**config.mk**
```make
export PLATFORM = sky130hd
export DESIGN_NAME = disp_cmd_seq
export DESIGN_NICKNAME = d
export VERILOG_FILES = /design/src/rtl/disp_seq_pkg.sv /design/src/rtl/disp_powerup.sv /design/src/rtl/disp_spi_byte_tx.sv /design/src/rtl/disp_txn_ctrl.sv /design/src/rtl/disp_cmd_seq.sv
export SDC_FILE = /design/constraint.sdc
export NUM_CORES = 1
export LEC_CHECK = 0
export BUFFER_PORTS_ARGS = -buffer_cell sky130_fd_sc_hd__buf_2
export CAP_MARGIN = 10
export CORE_MARGIN = 5
export CORE_UTILIZATION = 50
export DETAILED_ROUTE_END_ITERATION = 8
export GPL_TIMING_DRIVEN = 0
export PLACE_DENSITY = 0.67
export SLEW_MARGIN = 20
export SYNTH_ARGS = -nofsm -noshare
export SYNTH_HDL_FRONTEND = slang
export SYNTH_SLANG_ARGS = --single-unit
```
**constraint.sdc**
```tcl
create_clock -name clk -period 3.45 [get_ports clk]
set_input_delay 0.1725 -clock clk [delete_from_list [all_inputs] [get_ports clk]]
set_output_delay 0.1725 -clock clk [all_outputs]
set_load 0.1 [all_outputs]
```
**src/rtl/disp_seq_pkg.sv**
```systemverilog
package disp_seq_pkg;

  localparam int unsigned BYTE_W = 8;

  typedef enum logic [1:0] {
    TX_IDLE  = 2'd0,
    TX_SHIFT = 2'd1,
    TX_TAIL  = 2'd2
  } tx_state_e;

  typedef enum logic [1:0] {
    PU_LOW  = 2'd0,
    PU_HOLD = 2'd1,
    PU_DONE = 2'd2
  } pu_state_e;

  // DC level for one byte: pixel bytes are data, opening command
  // bytes are commands, parameters depend on the late mode.
  function automatic logic dc_for_byte(input logic opening,
                                       input logic pixel,
                                       input logic late);
    if (pixel)   return 1'b1;
    if (opening) return 1'b0;
    return !late;
  endfunction

  // Counter width able to hold values 0..maxval.
  function automatic int unsigned cnt_width(input int unsigned maxval);
    return (maxval < 2) ? 1 : $clog2(maxval + 1);
  endfunction

  // Clock cycles one byte occupies from acceptance to end of tail.
  function automatic int unsigned byte_cycles(input int unsigned half);
    return (2 * BYTE_W + 1) * half;
  endfunction

endpackage

```
**src/rtl/disp_powerup.sv**
```systemverilog
module disp_powerup
  import disp_seq_pkg::*;
#(
  parameter int unsigned LOW_CYC  = 10000,
  parameter int unsigned HOLD_CYC = 10000
) (
  input  logic clk,
  input  logic rst_n,
  output logic rst_out_n,
  output logic ready
);

  localparam int unsigned MAXC = (LOW_CYC > HOLD_CYC) ? LOW_CYC : HOLD_CYC;
  localparam int unsigned CW   = cnt_width(MAXC);
  localparam logic [CW-1:0] LOW_LAST  = CW'(LOW_CYC - 1);
  localparam logic [CW-1:0] HOLD_LAST = CW'(HOLD_CYC - 1);

  pu_state_e     st;
  logic [CW-1:0] cnt;
  logic          low_end;
  logic          hold_end;

  assign low_end  = (st == PU_LOW)  && (cnt == LOW_LAST);
  assign hold_end = (st == PU_HOLD) && (cnt == HOLD_LAST);

  always_ff @(posedge clk or negedge rst_n) begin
    if (!rst_n) begin
      st  <= PU_LOW;
      cnt <= '0;
    end else begin
      case (st)
        PU_LOW: begin
          if (low_end) begin
            st  <= PU_HOLD;
            cnt <= '0;
          end else begin
            cnt <= cnt + CW'(1);
          end
        end
        PU_HOLD: begin
          if (hold_end) begin
            st  <= PU_DONE;
            cnt <= '0;
          end else begin
            cnt <= cnt + CW'(1);
          end
        end
        default: cnt <= '0;
      endcase
    end
  end

  assign rst_out_n = (st != PU_LOW);
  assign ready     = (st == PU_DONE);

  // the reset line is released once and never pulses again
  a_r1_single_pulse: assert property (@(posedge clk) disable iff (!rst_n)
    rst_out_n |=> rst_out_n);

  // readiness follows a cycle in which the reset line was already high
  a_r1_hold_first: assert property (@(posedge clk) disable iff (!rst_n)
    $rose(ready) |-> $past(rst_out_n));

endmodule

```
**src/rtl/disp_spi_byte_tx.sv**
```systemverilog
module disp_spi_byte_tx
  import disp_seq_pkg::*;
#(
  parameter int unsigned HALF_CYC = 5
) (
  input  logic              clk,
  input  logic              rst_n,
  input  logic              start,
  input  logic [BYTE_W-1:0] data,
  output logic              sclk,
  output logic              mosi,
  output logic              active,
  output logic              fin
);

  localparam int unsigned HW = cnt_width(HALF_CYC);
  localparam int unsigned BW = cnt_width(BYTE_W - 1);
  localparam logic [HW-1:0] H_LAST = HW'(HALF_CYC - 1);
  localparam logic [BW-1:0] B_LAST = BW'(BYTE_W - 1);

  tx_state_e         st;
  logic [HW-1:0]     hcnt;
  logic [BW-1:0]     bidx;
  logic [BYTE_W-1:0] shreg;
  logic              half_end;
  logic              rise_ev;
  logic              fall_ev;

  assign half_end = (hcnt == H_LAST);
  assign rise_ev  = (st == TX_SHIFT) && half_end && !sclk;
  assign fall_ev  = (st == TX_SHIFT) && half_end && sclk;
  assign fin      = (st == TX_TAIL) && half_end;
  assign active   = (st != TX_IDLE);
  assign mosi     = shreg[BYTE_W-1];

  always_ff @(posedge clk or negedge rst_n) begin
    if (!rst_n) begin
      st    <= TX_IDLE;
      hcnt  <= '0;
      bidx  <= '0;
      shreg <= '0;
      sclk  <= 1'b0;
    end else begin
      case (st)
        TX_IDLE: begin
          if (start) begin
            st    <= TX_SHIFT;
            hcnt  <= '0;
            bidx  <= '0;
            shreg <= data;
            sclk  <= 1'b0;
          end
        end
        TX_SHIFT: begin
          if (half_end) begin
            hcnt <= '0;
            if (rise_ev) begin
              sclk <= 1'b1;
            end else begin
              sclk <= 1'b0;
              if (bidx == B_LAST) begin
                st <= TX_TAIL;
              end else begin
                bidx  <= bidx + BW'(1);
                shreg <= {shreg[BYTE_W-2:0], 1'b0};
              end
            end
          end else begin
            hcnt <= hcnt + HW'(1);
          end
        end
        TX_TAIL: begin
          if (half_end) begin
            st   <= TX_IDLE;
            hcnt <= '0;
          end else begin
            hcnt <= hcnt + HW'(1);
          end
        end
        default: st <= TX_IDLE;
      endcase
    end
  end

  // clock idles low whenever no bit is being shifted
  a_r6_sclk_idle_low: assert property (@(posedge clk) disable iff (!rst_n)
    (st != TX_SHIFT) |-> !sclk);

  // data line holds on a rising edge (shift happens on falling edges)
  a_r6_hold_on_rise: assert property (@(posedge clk) disable iff (!rst_n)
    rise_ev |=> $stable(shreg));

  // the tail only ends after the final bit index was reached
  a_r6_full_byte: assert property (@(posedge clk) disable iff (!rst_n)
    fin |-> (bidx == B_LAST));

  // a new byte is never loaded while one is in flight
  a_r11_no_overlap: assert property (@(posedge clk) disable iff (!rst_n)
    (start && active) |-> 1'b0);

endmodule

```
**src/rtl/disp_txn_ctrl.sv**
```systemverilog
module disp_txn_ctrl
  import disp_seq_pkg::*;
(
  input  logic clk,
  input  logic rst_n,
  input  logic take,
  input  logic opening,
  input  logic pix_in,
  input  logic late_in,
  input  logic last_in,
  input  logic fin,
  output logic open,
  output logic dc
);

  logic late_q;
  logic pix_q;
  logic last_q;
  logic dc_next;
  logic close_ev;

  always_comb begin
    dc_next = dc_for_byte(opening,
                          opening ? pix_in  : pix_q,
                          opening ? late_in : late_q);
  end

  assign close_ev = fin && last_q;

  always_ff @(posedge clk or negedge rst_n) begin
    if (!rst_n) begin
      open   <= 1'b0;
      dc     <= 1'b0;
      late_q <= 1'b0;
      pix_q  <= 1'b0;
      last_q <= 1'b0;
    end else begin
      if (take) begin
        open   <= 1'b1;
        last_q <= last_in;
        dc     <= dc_next;
        if (opening) begin
          late_q <= late_in;
          pix_q  <= pix_in;
        end
      end else if (close_ev) begin
        open <= 1'b0;
      end
    end
  end

  // chip select window closes only at the tail of a closing byte
  a_r7_close_on_tail: assert property (@(posedge clk) disable iff (!rst_n)
    $fell(open) |-> $past(close_ev));

  // a transaction only opens from an accepted byte
  a_r9_open_by_take: assert property (@(posedge clk) disable iff (!rst_n)
    $rose(open) |-> $past(take) && $past(opening));

endmodule

```
**src/rtl/disp_cmd_seq.sv**
```systemverilog
module disp_cmd_seq
  import disp_seq_pkg::*;
#(
  parameter int unsigned HALF_CYC     = 5,
  parameter int unsigned RST_LOW_CYC  = 10000,
  parameter int unsigned RST_HOLD_CYC = 10000
) (
  input  logic       clk,
  input  logic       rst_n,
  input  logic       late_mode,
  input  logic       in_valid,
  input  logic [7:0] in_data,
  input  logic       in_first,
  input  logic       in_last,
  input  logic       in_pix,
  output logic       in_ready,
  output logic       spi_sclk,
  output logic       spi_mosi,
  output logic       spi_cs_n,
  output logic       disp_dc,
  output logic       disp_rst_n,
  output logic       busy
);

  logic pu_ready;
  logic tx_active;
  logic tx_fin;
  logic txn_open;
  logic accept;
  logic take;

  disp_powerup #(
    .LOW_CYC  (RST_LOW_CYC),
    .HOLD_CYC (RST_HOLD_CYC)
  ) u_powerup (
    .clk       (clk),
    .rst_n     (rst_n),
    .rst_out_n (disp_rst_n),
    .ready     (pu_ready)
  );

  assign in_ready = pu_ready && !tx_active;
  assign accept   = in_valid && in_ready;
  assign take     = accept && (in_first || txn_open);

  disp_spi_byte_tx #(
    .HALF_CYC (HALF_CYC)
  ) u_tx (
    .clk    (clk),
    .rst_n  (rst_n),
    .start  (take),
    .data   (in_data),
    .sclk   (spi_sclk),
    .mosi   (spi_mosi),
    .active (tx_active),
    .fin    (tx_fin)
  );

  disp_txn_ctrl u_ctrl (
    .clk     (clk),
    .rst_n   (rst_n),
    .take    (take),
    .opening (in_first),
    .pix_in  (in_pix),
    .late_in (late_mode),
    .last_in (in_last),
    .fin     (tx_fin),
    .open    (txn_open),
    .dc      (disp_dc)
  );

  assign spi_cs_n = !txn_open;
  assign busy     = !pu_ready || tx_active || txn_open;

  // DC never moves while a byte is on the wire
  a_r8_dc_stable: assert property (@(posedge clk) disable iff (!rst_n)
    tx_active |=> $stable(disp_dc));

  // data line is stable during the high phase of the clock
  a_r6_mosi_high_phase: assert property (@(posedge clk) disable iff (!rst_n)
    spi_sclk |-> $stable(spi_mosi));

  // chip select is asserted whenever a byte is in flight
  a_r7_cs_covers_byte: assert property (@(posedge clk) disable iff (!rst_n)
    tx_active |-> !spi_cs_n);

  // no serial activity before the power-up sequence finishes
  a_r1_quiet_in_init: assert property (@(posedge clk) disable iff (!rst_n)
    !pu_ready |-> (spi_cs_n && !spi_sclk && !in_ready));

  // when not busy the block is able to take a byte
  a_r10_idle_ready: assert property (@(posedge clk) disable iff (!rst_n)
    !busy |-> in_ready);

endmodule

```
==> flow_summary.ini <==
[run_status]
status = finished, violations left
violations = negative hold slack

[setup_path]
crit_path_max_fanout = 10
r2r_setup_slack_ns = 0.92
crit_type = reg2reg
end_kind = register
crit_start = u_tx.st[0]
worstPathRequired_ns = 3.62
cp.arrival_ns = 2.70
startpoint_type = register
reg2reg_from = u_tx.st[0]

[die]
die_w_um = 72.74
placementRows = 22
start_util_pct = 52.57
fp.dieArea_um2 = 5291
fp.coreArea_um2 = 3744
dieHeight_um = 72.74
ios = 22

[clocking]
cts_hold_buf = 0
ctsResizeCount = 0
cts_buffers = 5
cts.reportedPaths.clkPinSlew_ns = 0.08
post_cts_buffers = 0
cts_root_buf = clkbuf_8
cts_buffer_depth = 2
cts_tree = done
clk-insertion-delay-late_ns = 0.30
htree_levels = 2
cts.sinks = 38

[timing]
finalSetupViolCount = 0
rsz0062_at_grt = no
fmax_ghz = 0.3953
finalClockSkew_ns = 0.01138
min_period_ns = 2.530
worst_pin_slew_ns = 0.8362
hold_viol_final = 38
fin_tns_setup_ns = 0
slew_violations = 0
setup_ws_ns = 0.9203
relSlewSlack_pct = 44.25
fin_crit_sh_pct = 73.32
fin_hold_ws_ns = -0.03790

[synth]
avgSynthCellArea_um2 = 10.75
syn_nets = 208
synth_cell_types = 38
synth-edff-count = 0
synth-main-ff-cell = dfrtp_1
yosys_register_bits = 38
netlist_area_um2 = 1968
synth_warnings = 0
syn_inst = 183
async_flop_share_pct = 100.0
synth-seq-area-share_pct = 48.32

[placement]
placed_area_um2 = 2133
port_buffers = 21
place_ws_ns = 0.9372
dp_hpwl_um = 2618
place.gp.congestion = 0.8507

[pwr]
combPwrFrac_pct = 5.2
p_sw_share_pct = 23.40
power_frac_clock_pct = 39.2
finalPower_mw = 0.8172
seq_power_share_pct = 55.5
leakagePower_nw = 1.013
power_density_nw_per_um2 = 366.7
switchingPower_mw = 0.1912
peakVddDrop_uv = 261.0
intPower_mw = 0.6259

[detailed_routing]
route.detailed.drc = 0
finalWirelength_um = 3600
first_pass_iters = 4
drt-vias-per-instance = 5.423
via_count = 1410
drtIter0Drc = 58
drtAntennaViolNets = 0
routedWlPerCell_um = 13.85

[global_route]
grt_max_degree = 39
gr-usage-all-layers_pct = 15.60
grt_pass1_vias = 1494
grt_pass1_wl_um = 6361
grt.overflow.total = 0
antenna_found_initial = 0

[cells_and_area]
drive_above_1_share_pct = 26.89
num-fill-cells = 340
layout.nets = 236
diodes = 0
syn_to_final_growth_pct = 13.22
design_area_um2 = 2228

[run]
drv_cap = 0

[min_path]
hp-class = in2async
==> state kept, by name (all words and copies together) (netlist names), named ones only <==
register / count
u_ctrl.dc: 1
u_ctrl.last_q: 1
u_ctrl.open: 1
u_ctrl.pix_q: 1
u_powerup.cnt: 14
u_powerup.st: 2
u_tx.bidx: 3
u_tx.hcnt: 3
u_tx.sclk: 1
u_tx.shreg: 8
u_tx.st: 2
==> critical path, stage by stage (launching register included) <==
cell,delay [ns]
dfrtp_1,0.39
inv_1,0.13
ha_1,0.32
nand3b_1,0.17
o21ai_2,0.41
a21boi_0,0.32
buf_2,0.31
mux2_2,0.36
==> cells by family (layout without fill, tap and decap cells) <==
| kind of cell | after synthesis | count (layout) | share of synthesized area, % |
|---|---|---|---|
| and+or+nand+nor | 65 | 65 | 17.04 |
| DFF | 38 | 38 | 48.32 |
| muxes | 21 | 21 | 11.89 |
| AOI/OAI and AO/OA | 18 | 18 | 6.357 |
| buffers and inverters | 18 | 47 | 4.259 |
| xor gates and xnor gates | 13 | 13 | 5.785 |
| adders and majority gates | 10 | 10 | 6.357 |
==> stage by stage <==
step | utilization [%] | hold WS [ns] | instances
3_5_place_dp | 56.99 | 0.3253 | 252
2_1_floorplan | - | -0.1231 | 183
4_1_cts | 59.53 | 0.0002701 | 260
3_3_place_gp | 56.99 | 0.3048 | 252
5_1_grt | 59.53 | 0.04750 | 260
6_report | 59.53 | -0.03790 | 260
==> power by group through the flow <==
stage	Sequential (mW)	Combinational [mW]	Clock, mW
final	0.454	0.0429	0.321
after global routing	0.454	0.0476	0.352
after CTS	0.454	0.0442	0.334
after detailed placement	0.463	0.0441	0
after global placement	0.462	0.0425	0
after floorplan	0.470	0.0151	0
==> layout make-up <==
| cell class | count | area, µm² | area share, % |
|---|---|---|---|
| buffer | 6 | 38.79 | 1.741 |
| clock buffer | 6 | 82.58 | 3.706 |
| clock inverter | 2 | 12.51 | 0.5615 |
| inverter | 12 | 45.04 | 2.021 |
| multi-input combinational | 127 | 933.4 | 41.89 |
| sequential | 38 | 950.9 | 42.67 |
| tap | 48 | 60.06 | 2.695 |
| timing repair buffer | 21 | 105.1 | 4.716 |
==> per-layer routing <==
metal / global-route usage, % / share of wire [%] / up-vias / wire (µm)
li1: - / - / 687 / -
met1: 16.70 / 41 / 695 / 1472
met2: 27.86 / 53 / 21 / 1915
met3: 3.581 / 3.8 / 7 / 136
met4: 9.016 / 2.1 / 0 / 76
met5: 0 / 0 / - / 0
==> cell usage after synthesis (3+ instances only) <==
library cell / number / area share (%)
inv_1: 12 / 2.3
nor2_1: 19 / 3.6
ha_1: 10 / 6.4
nand3_1: 9 / 2.3
dfrtp_1: 38 / 48
nor4_1: 4 / 1.3
clkbuf_1: 3 / 0.57
o21ai_0: 3 / 0.76
mux2_2: 19 / 11
nand2_1: 11 / 2.1
a21oi_1: 5 / 1.3
xor2_1: 3 / 1.3
xnor2_1: 10 / 4.4
nor3_1: 6 / 1.5
==> worst paths after layout <==
kind                                    endpoint  cells past startpoint
worst min-delay path                u_tx.hcnt[1]                      1
max in group asynchronous          u_tx.shreg[7]                      1
worst min register to register  u_powerup.cnt[2]                      1
worst max-delay path               u_tx.shreg[7]                      7
worst max register to register     u_tx.shreg[7]                      7
min in group clk                        register                      2
==> placed cells by master, fill, tap and decap left out, drive strengths merged, types with 2 or more instances in the layout <==
cell	Yosys	layout
a21boi	2	2
a21oi	5	5
a32o	2	2
and2	2	2
buf	3	24
clkbuf	3	9
dfrtp	38	38
ha	10	10
inv	12	12
mux2	19	19
mux2i	2	2
nand2	11	11
nand2b	2	2
nand3	9	9
nand4	2	2
nand4b	2	2
nor2	19	19
nor2b	2	2
nor3	6	6
nor4	4	4
o21ai	4	4
xnor2	10	10
xor2	3	3
Note: power is estimated with default switching activity, not from simulation.
